[src/rtl/fbls_pkg.sv]
package fbls_pkg;
  localparam int WORD_W = 32;
  localparam int CNT_W  = 7;
  localparam int LEN_W  = 8;
  localparam int STEP_W = LEN_W + 1;

  // Field order mirrors the bit positions of the configuration word.
  typedef struct packed {
    logic             en;
    logic [CNT_W-1:0] cnt;
    logic [LEN_W-1:0] nlen_m1;
    logic [LEN_W-1:0] llen_m1;
    logic [LEN_W-1:0] linc;
  } cfg_t;

  // Per-line snapshot of the burst shape.
  typedef struct packed {
    logic [LEN_W-1:0] nlen_m1;
    logic [LEN_W-1:0] llen_m1;
    logic [LEN_W-1:0] linc;
  } shape_t;
endpackage

[src/rtl/fbls_regs.sv]
module fbls_regs
  import fbls_pkg::*;
#(
  parameter int ADDR_W = 32,
  parameter int CFG_AW = 2
) (
  input  logic              clk,
  input  logic              rst_n,
  input  logic              wr_en,
  input  logic [CFG_AW-1:0] wr_addr,
  input  logic [WORD_W-1:0] wr_data,
  output cfg_t              cfg,
  output logic [ADDR_W-1:0] base
);
  localparam logic [CFG_AW-1:0] OFS_CFG  = CFG_AW'(0);
  localparam logic [CFG_AW-1:0] OFS_BASE = CFG_AW'(1);

  cfg_t              cfg_q, cfg_d;
  logic [ADDR_W-1:0] base_q, base_d;
  logic              cfg_ld, base_ld;

  always_comb begin
    cfg_ld  = wr_en && (wr_addr == OFS_CFG);
    base_ld = wr_en && (wr_addr == OFS_BASE);
    cfg_d   = cfg_t'(wr_data);
    base_d  = ADDR_W'(wr_data);
  end

  always_ff @(posedge clk or negedge rst_n) begin
    if (!rst_n) begin
      cfg_q  <= '0;
      base_q <= '0;
    end else begin
      if (cfg_ld)  cfg_q  <= cfg_d;
      if (base_ld) base_q <= base_d;
    end
  end

  assign cfg  = cfg_q;
  assign base = base_q;
endmodule

[src/rtl/fbls_pend.sv]
module fbls_pend #(
  parameter int PEND_W = 2
) (
  input  logic clk,
  input  logic rst_n,
  input  logic inc,
  input  logic dec,
  input  logic clr,
  output logic pend_nz,
  output logic underrun
);
  localparam logic [PEND_W-1:0] PEND_MAX = '1;

  logic [PEND_W-1:0] cnt_q, cnt_d;
  logic              urun_q, urun_d;
  logic              cnt_en;

  always_comb begin
    cnt_d = cnt_q;
    if (clr) begin
      cnt_d = '0;
    end else if (inc && !dec) begin
      if (cnt_q != PEND_MAX) cnt_d = cnt_q + 1'b1;
    end else if (dec && !inc) begin
      if (cnt_q != '0) cnt_d = cnt_q - 1'b1;
    end
    cnt_en = clr | inc | dec;
    urun_d = inc;
  end

  always_ff @(posedge clk or negedge rst_n) begin
    if (!rst_n) begin
      cnt_q  <= '0;
      urun_q <= 1'b0;
    end else begin
      if (cnt_en) cnt_q <= cnt_d;
      urun_q <= urun_d;
    end
  end

  assign pend_nz  = (cnt_q != '0);
  assign underrun = urun_q;
endmodule

[src/rtl/fbls_seq.sv]
module fbls_seq
  import fbls_pkg::*;
#(
  parameter int ADDR_W = 32
) (
  input  logic              clk,
  input  logic              rst_n,
  input  cfg_t              cfg,
  input  logic [ADDR_W-1:0] base,
  input  logic              line_start,
  input  logic              frame_start,
  input  logic              pend_nz,
  input  logic              req_ready,
  output logic              req_valid,
  output logic [ADDR_W-1:0] req_addr,
  output logic [LEN_W-1:0]  req_len_m1,
  output logic              pend_inc,
  output logic              pend_dec,
  output logic              pend_clr
);
  logic              busy_q, busy_d;
  logic [CNT_W-1:0]  rem_q, rem_d;
  shape_t            shape_q, shape_d;
  logic [ADDR_W-1:0] cur_q, cur_d;
  logic              fpend_q, fpend_d;

  logic              acc, last, fin, free, frame_now, start;
  logic [STEP_W-1:0] step;
  logic              rem_en, cur_en, shape_en;

  always_comb begin
    acc       = busy_q & req_ready;
    last      = (rem_q == '0);
    fin       = acc & last;
    free      = ~busy_q | fin;
    frame_now = (frame_start | fpend_q) & free;
    start     = cfg.en & free & (line_start | (pend_nz & ~frame_now));

    step = last ? ({1'b0, shape_q.linc} + STEP_W'(1))
                : ({1'b0, shape_q.nlen_m1} + STEP_W'(1));

    if (frame_now)  cur_d = base;
    else if (acc)   cur_d = cur_q + ADDR_W'(step);
    else            cur_d = cur_q;
    cur_en = frame_now | acc;

    if (start)      busy_d = 1'b1;
    else if (fin)   busy_d = 1'b0;
    else            busy_d = busy_q;

    if (start)            rem_d = cfg.cnt;
    else if (acc && !last) rem_d = rem_q - 1'b1;
    else                  rem_d = rem_q;
    rem_en = start | acc;

    shape_d.nlen_m1 = cfg.nlen_m1;
    shape_d.llen_m1 = cfg.llen_m1;
    shape_d.linc    = cfg.linc;
    shape_en        = start;

    fpend_d  = (fpend_q | frame_start) & ~frame_now;

    pend_inc = line_start & cfg.en & ~free;
    pend_dec = start & ~line_start;
    pend_clr = frame_now | ~cfg.en;
  end

  always_ff @(posedge clk or negedge rst_n) begin
    if (!rst_n) begin
      busy_q  <= 1'b0;
      rem_q   <= '0;
      shape_q <= '0;
      cur_q   <= '0;
      fpend_q <= 1'b0;
    end else begin
      busy_q  <= busy_d;
      fpend_q <= fpend_d;
      if (rem_en)   rem_q   <= rem_d;
      if (cur_en)   cur_q   <= cur_d;
      if (shape_en) shape_q <= shape_d;
    end
  end

  assign req_valid  = busy_q;
  assign req_addr   = cur_q;
  assign req_len_m1 = last ? shape_q.llen_m1 : shape_q.nlen_m1;
endmodule

[src/rtl/line_burst_sched.sv]
module line_burst_sched
  import fbls_pkg::*;
#(
  parameter int ADDR_W = 32,
  parameter int CFG_AW = 2,
  parameter int PEND_W = 2
) (
  input  logic              clk,
  input  logic              rst_n,
  input  logic              cfg_wr,
  input  logic [CFG_AW-1:0] cfg_addr,
  input  logic [WORD_W-1:0] cfg_wdata,
  input  logic              frame_start,
  input  logic              line_start,
  output logic              req_valid,
  input  logic              req_ready,
  output logic [ADDR_W-1:0] req_addr,
  output logic [LEN_W-1:0]  req_len_m1,
  output logic              underrun
);
  cfg_t              cfg;
  logic [ADDR_W-1:0] base;
  logic              cfg_en;
  logic              pend_nz, pend_inc, pend_dec, pend_clr;

  assign cfg_en = cfg.en;

  fbls_regs #(.ADDR_W(ADDR_W), .CFG_AW(CFG_AW)) i_regs (
    .clk     (clk),
    .rst_n   (rst_n),
    .wr_en   (cfg_wr),
    .wr_addr (cfg_addr),
    .wr_data (cfg_wdata),
    .cfg     (cfg),
    .base    (base)
  );

  fbls_seq #(.ADDR_W(ADDR_W)) i_seq (
    .clk         (clk),
    .rst_n       (rst_n),
    .cfg         (cfg),
    .base        (base),
    .line_start  (line_start),
    .frame_start (frame_start),
    .pend_nz     (pend_nz),
    .req_ready   (req_ready),
    .req_valid   (req_valid),
    .req_addr    (req_addr),
    .req_len_m1  (req_len_m1),
    .pend_inc    (pend_inc),
    .pend_dec    (pend_dec),
    .pend_clr    (pend_clr)
  );

  fbls_pend #(.PEND_W(PEND_W)) i_pend (
    .clk      (clk),
    .rst_n    (rst_n),
    .inc      (pend_inc),
    .dec      (pend_dec),
    .clr      (pend_clr),
    .pend_nz  (pend_nz),
    .underrun (underrun)
  );
endmodule

[config.mk]
export PLATFORM = sky130hd
export DESIGN_NAME = line_burst_sched
export DESIGN_NICKNAME = d
export VERILOG_FILES = /design/src/rtl/fbls_pkg.sv /design/src/rtl/fbls_regs.sv /design/src/rtl/fbls_pend.sv /design/src/rtl/fbls_seq.sv /design/src/rtl/line_burst_sched.sv
export SDC_FILE = /design/constraint.sdc
export NUM_CORES = 1
export LEC_CHECK = 0
export ABC_AREA = 0
export BUFFER_PORTS_ARGS = -buffer_cell sky130_fd_sc_hd__clkbuf_2
export CAP_MARGIN = 10
export CORE_UTILIZATION = 50
export DETAILED_ROUTE_END_ITERATION = 16
export GPL_TIMING_DRIVEN = 1
export PLACE_DENSITY = 0.76
export SLEW_MARGIN = 5
export SYNTH_ARGS = -nofsm -noshare
export SYNTH_HDL_FRONTEND = slang
export SYNTH_SLANG_ARGS = --single-unit
[constraint.sdc]
create_clock -name clk -period 4 [get_ports clk]
set_clock_uncertainty 0.15 [all_clocks]
set_input_delay 0.8 -clock clk [delete_from_list [all_inputs] [get_ports clk]]
set_output_delay 0.8 -clock clk [all_outputs]
set_load 0.02 [all_outputs]
==> results of run 1 <==
==> cell usage in the layout (no fill, tap or decap), types with 2 or more instances in the layout <==
master	count
or3_1	4
nor3_1	4
ha_2	3
clkinvlp_4	3
bufinv_16	4
o21a_1	2
buf_4	30
mux2_4	6
or4_1	2
inv_1	10
xor2_1	18
clkbuf_16	17
a21o_1	4
buf_12	2
o21ai_2	3
and3_1	10
xnor2_1	16
nand2_1	70
ha_1	10
clkbuf_2	80
a21oi_1	21
o31ai_1	2
o21ai_0	27
nand3_1	18
dfrtp_1	132
a31oi_1	18
clkinv_2	4
and2_1	3
clkbuf_8	2
a21boi_0	3
mux2_2	81
nor2_1	33
nand4_1	14
nand2_2	3
a21oi_2	2
==> timing repair <==
action	4_1_cts	5_1_grt
hold endpoints to repair	0	0
gates resized for setup	0	20
setup buffers	0	13
setup endpoints to repair	0	19
==> worst reg2reg max path, delay by kind of cell, from the launching register on <==
family | cells | cell delay (ns)
flops | 1 | 0.39
xor+xnor | 1 | 0.12
buf+inv | 2 | 0.32
simple gates | 4 | 1.24
fa+ha+maj | 1 | 0.37
compound gates | 6 | 1.25
==> flip-flops by register name (all words and copies together), names as in the netlist <==
register,flops
i_seq.shape_q,24
i_regs.cfg,32
i_regs.base,32
i_seq.rem_q,7
i_seq.fpend_q,1
i_seq.req_valid,1
i_pend.underrun,1
i_pend.cnt_q,2
i_seq.req_addr,32
==> per-layer routing <==
layer | vias to the layer above | wire length (microns) | track usage
li1 | 2283 | - | -
met3 | 31 | 658 | 0.0664
met1 | 2425 | 7000 | 0.320
met5 | - | 0 | 0
met2 | 134 | 7610 | 0.405
met4 | 0 | 397 | 0.105
==> synthesized netlist by cell type, drive strengths merged, types with 2 or more instances <==
cell type / count / area, sq um
a21o: 5 / 38.8
or4: 3 / 26.3
or3: 5 / 31.3
nor3b: 2 / 15.0
nand2: 73 / 274
o31ai: 3 / 36.3
nand3: 18 / 90.1
xnor2: 16 / 140
a31oi: 18 / 113
and2: 3 / 18.8
nand2b: 2 / 15.0
buf: 14 / 96.3
mux2: 87 / 1000
ha: 13 / 163
nor4: 2 / 12.5
o311ai: 2 / 17.5
o21a: 3 / 30.0
dfrtp: 132 / 3300
xor2: 18 / 158
and3: 10 / 62.6
nand4: 14 / 87.6
nor2: 34 / 128
nor3: 4 / 20.0
o21ai: 32 / 175
a21boi: 4 / 30.0
inv: 10 / 37.5
clkbuf: 12 / 45.0
a21oi: 23 / 115
==> cells by family (layout without fill, tap and decap cells) <==
kind of cell	after synthesis	after routing	share of synthesized area
muxes	87	87	0.156
DFF	132	132	0.513
AOI/OAI and AO/OA	101	101	0.101
and+or+nand+nor	176	176	0.128
adders and majority gates	14	14	0.0284
buffers and inverters	36	155	0.0278
xor gates and xnor gates	34	34	0.0462
==> power by group through the flow <==
| stage | Combinational [mW] | Clock, mW | Sequential, mW |
|---|---|---|---|
| 4_1_cts | 2.00 | 1.68 | 2.18 |
| 5_1_grt | 2.33 | 1.74 | 2.24 |
| 3_5_place_dp | 1.98 | 0 | 2.19 |
| 6_report | 2.13 | 1.66 | 2.18 |
| 3_3_place_gp | 1.94 | 0 | 2.18 |
| 2_1_floorplan | 1.22 | 0 | 2.24 |
==> cell type report <==
cell class	instances	area, sq um
fill	970	4670
sequential	132	3300
multi-input combinational	412	3030
timing repair buffer	113	677
clock buffer	19	453
tap	172	215
clock inverter	13	180
inverter	10	37.5
==> worst max path at each step <==
stage | slack [ns] | cells past startpoint | to | from
after floorplan | 0.008 | 17 | i_seq.req_addr[15]$_DFFE_PN0P_ | i_seq.rem_q[5]$_DFFE_PN0P_
after global routing | -0.06 | 13 | i_seq.req_addr[17]$_DFFE_PN0P_ | i_seq.rem_q[4]$_DFFE_PN0P_
after CTS | 0.002 | 15 | i_seq.req_addr[13]$_DFFE_PN0P_ | i_seq.rem_q[5]$_DFFE_PN0P_
final | 0.09 | 14 | i_seq.req_addr[13]$_DFFE_PN0P_ | i_seq.rem_q[4]$_DFFE_PN0P_
after detailed placement | 0.004 | 15 | i_seq.req_addr[11]$_DFFE_PN0P_ | i_seq.rem_q[5]$_DFFE_PN0P_
after global placement | 0.11 | 14 | i_seq.req_addr[17]$_DFFE_PN0P_ | i_seq.rem_q[5]$_DFFE_PN0P_
==> results.yml, run 1 <==
cells_and_area:
  diodes: 0
  finalInstanceArea_sq_mm: 0.00789
  drive_gt1_frac: 0.366
  syn_to_final_growth_pct: 22.6
  utilization: 0.628
  finalNonFillerCells: 871
  nets: 740
power:
  power_mw: 5.97
  ir_drop_v: 0.000512
  switching_share: 0.361
  pwr-share-comb: 0.356
  p_sw_mw: 2.16
  leakage_nw: 3.55
  pwr-share-seq: 0.365
  clkPwrFrac: 0.279
  power_density_mw_per_mm2: 757
  internal-power_mw: 3.82
die:
  initial_core_util: 0.512
  row_count: 41
  die_h_microns: 115
  dieWidth_microns: 115
  core-area_sq_mm: 0.0126
  ioPinCount: 82
  dieArea_sq_mm: 0.0133
placed_design:
  pre_cts_ws_ns: 0.00432
  io_buffers: 81
  dp_cells: 826
  dp_hpwl_microns: 10900
  gp_congestion: 0.873
  place_area_sq_mm: 0.00710
logic_synthesis:
  async_flop_share: 1.00
  synth_flop_cell: "dfrtp_1"
  synth_seq_area_share: 0.513
  ys_ff_latch: 132
  synthesis.instances: 580
  synth_edf_count: 0
  netlist_area_sq_mm: 0.00644
  synth_nets: 634
  ys_types: 58
  synth_warnings: 0
  syn_area_per_cell_sq_um: 11.1
worst_setup_path:
  max_stage_delay_ns: 0.55
  timing.rr.end: "i_seq.req_addr[13]$_DFFE_PN0P_"
  crit_type: "register to register"
  r2r_start: "i_seq.rem_q[4]$_DFFE_PN0P_"
  crit_arrival_ns: 4.12
  cp_slowest_cell: "or4_4"
  crit_family: "compound AO/OA/AOI/OAI gates"
  cp-start-kind: "register"
  critPathRequiredTime_ns: 4.20
  reg2reg_setup_slack_ns: 0.09
  cp-end-kind: "register"
  path_buf_inv: 2
  r2r_cells: 14
  path_max_fanout: 6
  cp_common_cell: "buf_4"
  crit_path_cell_trace: "or4_4 -> or2_4 -> buf_4 -> nand2_1 -> a21boi_0 -> xnor2_1 -> ha_1 -> a21o_1 -> a21oi_1 -> a211o_1 -> a31o_4 -> buf_4 -> or3_4 -> a31oi_1"
timing:
  tns_ns: 0
  hold_viol_final: 0
  whs_ns: 0.329
  worst_slew_pin_slew_ns: 1.04
  worst_slack_ns: 0.0852
  setup_violations: 0
  final.min_clock_period_ns: 3.91
  post-route-period-util: 0.979
  fmax_mhz: 255
  slew_violations: 0
  slew_headroom: 0.298
clocking:
  htree_num_levels: 4
  cts_made_buffers: 17
  clk_latency_ns: 0.43
  root_buffer: "clkbuf_16"
  cts_tree: "yes"
  hold_buffers: 0
  clock_path_buffers: 2
  numClockSinks: 132
  clk_pin_slew_ns: 0.06
global_routing:
  track_usage: 0.251
  grt_pass1_wl_microns: 24900
  antenna_found_initial: 0
  grt_pass1_vias: 4886
  grt_max_degree: 69
  grt_overflow: 0
routing:
  vias: 4873
  drt_iter0_drc: 356
  antenna_left: 0
  drtPass1Iterations: 5
  post-route-drc-count: 0
  avgRoutedWirePerCell_microns: 18.0
  vias_per_cell: 5.59
  drt_wl_total_microns: 15700
status:
  outcome: "finished, final reports clean"
flow_run:
  cap_violations: 0
hold_path:
  hp-class: "primary input to asynchronous set/reset pin"
No activity file was read; power rests on OpenSTA's default activity.
==> run 2: changes to the inputs <==
--- a/config.mk
+++ b/config.mk
@@ -6,12 +6,12 @@
 export NUM_CORES = 1
 export LEC_CHECK = 0
 export ABC_AREA = 0
-export BUFFER_PORTS_ARGS = -buffer_cell sky130_fd_sc_hd__clkbuf_2
 export CAP_MARGIN = 10
 export CORE_UTILIZATION = 50
 export DETAILED_ROUTE_END_ITERATION = 16
+export DONT_BUFFER_PORTS = 1
 export GPL_TIMING_DRIVEN = 1
-export PLACE_DENSITY = 0.76
+export PLACE_DENSITY = 0.71
 export SLEW_MARGIN = 5
 export SYNTH_ARGS = -nofsm -noshare
 export SYNTH_HDL_FRONTEND = slang
==> results.yml, run 2 (same netlist as run 1, synthesis figures left out) <==
worst_setup_path:
  critPathRequiredTime_ns: 4.20
  crit_type: "register to register"
  max_stage_delay_ns: 0.55
  cp_slowest_cell: "or4_4"
  cp-start-kind: "register"
  cp-startpoint: "i_seq.rem_q[2]$_DFFE_PN0P_"
  crit_arrival_ns: 4.24
  crit_path_cell_trace: "or4_4 -> buf_6 -> nor2_4 -> nand2_1 -> nand2_1 -> ha_2 -> o21ai_2 -> a21o_2 -> xor2_1 -> ha_1 -> nand2_2 -> a211o_1 -> a31o_4 -> buf_6 -> or3_4 -> a31oi_4"
  r2r_start: "i_seq.rem_q[2]$_DFFE_PN0P_"
  path_max_fanout: 7
  cp-end-kind: "register"
power:
  ir_drop_v: 0.000422
  power_density_mw_per_mm2: 753
  power_mw: 5.57
  leakage_nw: 3.16
routing:
  drt_wl_total_microns: 15100
  avgRoutedWirePerCell_microns: 19.3
  vias_per_cell: 5.78
  post-route-drc-count: 0
  vias: 4532
  drt_iter0_drc: 271
  drtPass1Iterations: 5
  antenna_left: 0
placed_design:
  pre_cts_ws_ns: -0.105
  io_buffers: 0
  dp_hpwl_microns: 10400
  gp_congestion: 0.849
cells_and_area:
  utilization: 0.589
  final_common_cell: "dfrtp_1"
  drive_gt1_frac: 0.273
  nets: 653
  diodes: 0
  syn_to_final_growth_pct: 14.9
  layout_common_cells: "132 x dfrtp_1, 81 x mux2_2, 71 x nand2_1, 32 x nor2_1, 23 x o21ai_0"
  fill_cells: 1043
timing:
  worst_slack_ns: -0.0331
  worst_slew_pin_slew_ns: 1.20
  whs_ns: -0.0690
  tns_ns: -0.0331
  hold_viol_final: 132
  post-route-period-util: 1.01
  fmax_mhz: 248
  final.min_clock_period_ns: 4.03
  setup_violations: 1
  slew_headroom: 0.201
  rsz0062_at_grt: "true"
  slew_violations: 0
flow_run:
  cap_violations: 0
clocking:
  clock_path_buffers: 2
  htree_num_levels: 4
  numClockSinks: 132
  clk_latency_ns: 0.43
  root_buffer: "clkbuf_16"
  cts_tree: "yes"
  clk_pin_slew_ns: 0.06
  cts_made_buffers: 17
global_routing:
  grt_pass1_wl_microns: 23300
  grt_max_degree: 133
  grt_pass1_vias: 4502
  antenna_found_initial: 0
  track_usage: 0.237
  grt_overflow: 0
die:
  die_h_microns: 115
  dieArea_sq_mm: 0.0133
  dieWidth_microns: 115
  row_count: 41
  ioPinCount: 82
  core-area_sq_mm: 0.0126
  initial_core_util: 0.512
status:
  outcome: "finished, violations left"
  violations: "negative hold slack, negative setup slack"
hold_path:
  hp-class: "primary input to asynchronous set/reset pin"
run 2: worst max-delay path: cells and delay by family, from the launching register on:
family	cells	cell delay, ns
xor+xnor	1	0.16
buf+inv	2	0.27
flops	1	0.38
compound gates	5	1.09
fa+ha+maj	2	0.53
simple gates	6	1.39
run 2: layer usage:
| layer | wire length [microns] | global-route usage |
|---|---|---|
| met1 | 6470 | 0.292 |
| met2 | 7250 | 0.379 |
| met5 | 0 | 0 |
| met3 | 1140 | 0.0873 |
| met4 | 274 | 0.0970 |
run 2: repair_timing:
item                                   in CTS  in global routing
endpoints found under the hold margin     132                132
setup endpoints to repair                   7                 19
pin swaps                                   7                 20
setup buffers                               2                  8
gates cloned                                0                  1
resized for setup                           8                 17
run 2: path summary, 6_finish.rpt:
kind / endpoint / slack, ns / cells after the start
worst max-delay path: i_seq.req_addr[13]$_DFFE_PN0P_ / -0.03 / 16
worst min-delay path: i_seq.req_addr[27]$_DFFE_PN0P_ / -0.07 / 0
worst max register to register: i_seq.req_addr[13]$_DFFE_PN0P_ / -0.03 / 16
worst min register to register: i_seq.req_addr[20]$_DFFE_PN0P_ / 0.33 / 2
max in group asynchronous: i_seq.req_addr[15]$_DFFE_PN0P_ / 3.61 / 0
min in group clk: i_seq.req_addr[20]$_DFFE_PN0P_ / 0.33 / 2
run 2: stage by stage:
stage / area (sq um) / instances
floorplan: 6450 / 580
CTS: 7280 / 775
global placement: 6650 / 741
detailed placement: 6650 / 741
global route: 7400 / 784
finish: 7400 / 784
run 2: area by class of cell:
cell class	instances	area (sq um)	share of cell area
Clock buffer	19	453	0.0612
Sequential cell	132	3300	0.447
Multi-Input combinational cell	412	3040	0.410
Clock inverter	13	134	0.0181
Timing Repair Buffer	26	219	0.0296
Tap cell	172	215	0.0291
Inverter	10	37.5	0.00507
run 2: power by group:
group / internal [mW] / switching, mW / total, mW
clock: 0.944 / 0.572 / 1.52
combinational: 0.831 / 0.852 / 1.68
sequential: 1.77 / 0.603 / 2.37
total: 3.54 / 2.03 / 5.57
==> run 3: changes to the inputs <==
--- a/config.mk
+++ b/config.mk
@@ -5,13 +5,13 @@
 export SDC_FILE = /design/constraint.sdc
 export NUM_CORES = 1
 export LEC_CHECK = 0
-export ABC_AREA = 0
+export ABC_AREA = 1
 export CAP_MARGIN = 10
 export CORE_UTILIZATION = 50
 export DETAILED_ROUTE_END_ITERATION = 16
 export DONT_BUFFER_PORTS = 1
 export GPL_TIMING_DRIVEN = 1
-export PLACE_DENSITY = 0.71
+export PLACE_DENSITY = 0.72
 export SLEW_MARGIN = 5
 export SYNTH_ARGS = -nofsm -noshare
 export SYNTH_HDL_FRONTEND = slang
==> results.yml, run 3 <==
timing:
  hold_viol_final: 0
  slew_violations: 0
  worst_slack_ns: 0.418
  tns_ns: 0
  setup_violations: 0
  final.min_clock_period_ns: 3.58
  worst_slew_pin_slew_ns: 0.656
  fmax_mhz: 279
  slew_headroom: 0.563
  rsz0062_at_grt: "false"
  post-route-period-util: 0.896
worst_setup_path:
  cp-end-kind: "register"
  crit_type: "register to register"
  cp-start-kind: "register"
  crit_arrival_ns: 3.74
  path_max_fanout: 15
  cp-startpoint: "i_seq.rem_q[0]$_DFFE_PN0P_"
  critPathRequiredTime_ns: 4.16
  r2r_start: "i_seq.rem_q[0]$_DFFE_PN0P_"
die:
  core-area_sq_mm: 0.0140
  initial_core_util: 0.516
  row_count: 43
  die_h_microns: 122
  dieArea_sq_mm: 0.0149
  ioPinCount: 82
  dieWidth_microns: 122
logic_synthesis:
  synth_seq_area_share: 0.458
  ys_types: 36
  yosysTopAreaCell: "dfrtp_1"
  synth.most_common_cell: "nand2_1"
  syn_area_per_cell_sq_um: 7.55
  ys_ff_latch: 132
  netlist_area_sq_mm: 0.00722
  synth_flop_cell: "dfrtp_1"
  synthesis.instances: 956
  synth_warnings: 0
  async_flop_share: 1.00
  synth_edf_count: 0
  synth_common_cells: "333 x nand2_1, 132 x dfrtp_1, 109 x inv_1"
  netlist_top_cells_area: "dfrtp_1 46%, nand2_1 17%, nand3_1 7.1%"
  synth_nets: 1010
  synth_top_area_share: 0.458
cells_and_area:
  final_common_cell: "nand2_1"
  nets: 1001
  diodes: 0
  syn_to_final_growth_pct: 9.86
  layout_common_cells: "333 x nand2_1, 132 x dfrtp_1, 109 x inv_1, 102 x nand3_1, 77 x o21ai_0"
  drive_gt1_frac: 0.0844
  finalInstanceArea_sq_mm: 0.00793
  fill_cells: 1304
clocking:
  numClockSinks: 132
  clk_latency_ns: 0.42
  clk_pin_slew_ns: 0.06
  cts_tree: "yes"
  root_buffer: "clkbuf_16"
  cts_setup_buffers: 0
  cts_made_buffers: 17
  clock_path_buffers: 2
  htree_num_levels: 4
placed_design:
  pre_cts_ws_ns: 0.465
  gp_congestion: 0.879
  place_area_sq_mm: 0.00728
  dp_hpwl_microns: 13000
  io_buffers: 0
power:
  power_mw: 6.07
  pwr-share-comb: 0.350
  power_density_mw_per_mm2: 765
  internal-power_mw: 3.47
  clkPwrFrac: 0.268
  p_sw_mw: 2.60
  leakage_nw: 4.05
  switching_share: 0.428
  pwr-share-seq: 0.383
  ir_drop_v: 0.000318
routing:
  post-route-drc-count: 0
  drtPass1Iterations: 5
  antenna_left: 0
  vias_per_cell: 5.39
  drt_iter0_drc: 550
  vias: 6141
  drt_wl_total_microns: 18200
  avgRoutedWirePerCell_microns: 15.9
global_routing:
  grt_max_degree: 133
  grt_pass1_vias: 5669
  antenna_found_initial: 0
  grt_overflow: 0
  grt_pass1_wl_microns: 29400
  track_usage: 0.262
flow_run:
  cap_violations: 0
hold_path:
  hp-class: "primary input to asynchronous set/reset pin"
status:
  outcome: "finished, final reports clean"
==> run 3: worst max-delay path, stage by stage, from the launching register on <==
cell,delay [ns]
dfrtp_1,0.37
inv_1,0.11
ha_1,0.17
inv_1,0.06
nor2_4,0.14
nand2_4,0.12
inv_2,0.22
nand2_1,0.10
nand2_2,0.11
ha_1,0.19
inv_1,0.07
nor2_1,0.13
xnor2_1,0.13
inv_1,0.06
ha_1,0.33
nand2_1,0.07
inv_1,0.09
nand3_1,0.08
nand2_1,0.20
nand2_1,0.13
nand2_1,0.14
nand3_1,0.10
nand3_1,0.11
nand2_1,0.07
==> run 3: path summary, 6_finish.rpt <==
| kind | slack, ns | depth (start not counted) | to |
|---|---|---|---|
| max | 0.42 | 23 | i_seq.req_addr[31]$_DFFE_PN0P_ |
| min | 0.18 | 1 | i_regs.cfg[3]$_DFFE_PN0P_ |
| max reg2reg | 0.42 | 23 | i_seq.req_addr[31]$_DFFE_PN0P_ |
| min reg2reg | 0.32 | 2 | i_seq.shape_q[18]$_DFFE_PN0P_ |
| max in group asynchronous | 3.02 | 1 | i_regs.base[23]$_DFFE_PN0P_ |
| min in group clk | 0.32 | 2 | i_seq.shape_q[18]$_DFFE_PN0P_ |
==> run 3: timing repair <==
item / 4_1_cts / 5_1_grt
resized for setup: 0 / 0
endpoints found under the setup margin: 0 / 0
hold endpoints to repair: 132 / 132
==> run 3: area by class of cell <==
cell class | instances | area (sq um) | share of cell area
clock buffers | 20 | 467 | 0.0589
multi-input cells | 672 | 3280 | 0.413
repair buffers | 6 | 65.1 | 0.00820
clock inverters | 12 | 151 | 0.0191
flip-flops and latches | 132 | 3300 | 0.417
inverters | 118 | 443 | 0.0559
well taps | 180 | 225 | 0.0284
==> run 3: power by group through the flow <==
stage	clock [mW]	sequential, mW	combinational (mW)
after floorplan	0	2.19	1.72
after CTS	1.64	2.32	2.10
final	1.63	2.32	2.12
after global placement	0	2.33	2.04
after detailed placement	0	2.33	2.08
after global routing	1.71	2.38	2.41
==> run 3: per-stage QoR <==
stage          hold WS (ns)  utilization  instances
2_1_floorplan         0.292            -        956
3_3_place_gp          0.304        0.521       1107
3_5_place_dp          0.310        0.521       1107
4_1_cts             -0.0857        0.565       1139
5_1_grt               0.253        0.567       1140
6_report              0.176        0.567       1140
==> run 3: per-layer routing <==
| layer | share of wire | GRT usage |
|---|---|---|
| met1 | 0.43 | 0.338 |
| met2 | 0.49 | 0.429 |
| met3 | 0.061 | 0.0548 |
| met4 | 0.023 | 0.101 |
| met5 | 0 | 0 |
==> run 3: cell families (layout without fill, tap and decap cells) <==
logic type / after synthesis / count (layout) / share of synthesized area
compound gates: 116 / 116 / 0.0886
xor+xnor: 18 / 18 / 0.0218
fa+ha+maj: 14 / 14 / 0.0253
buf+inv: 152 / 156 / 0.0886
flops: 132 / 132 / 0.458
simple gates: 524 / 524 / 0.318
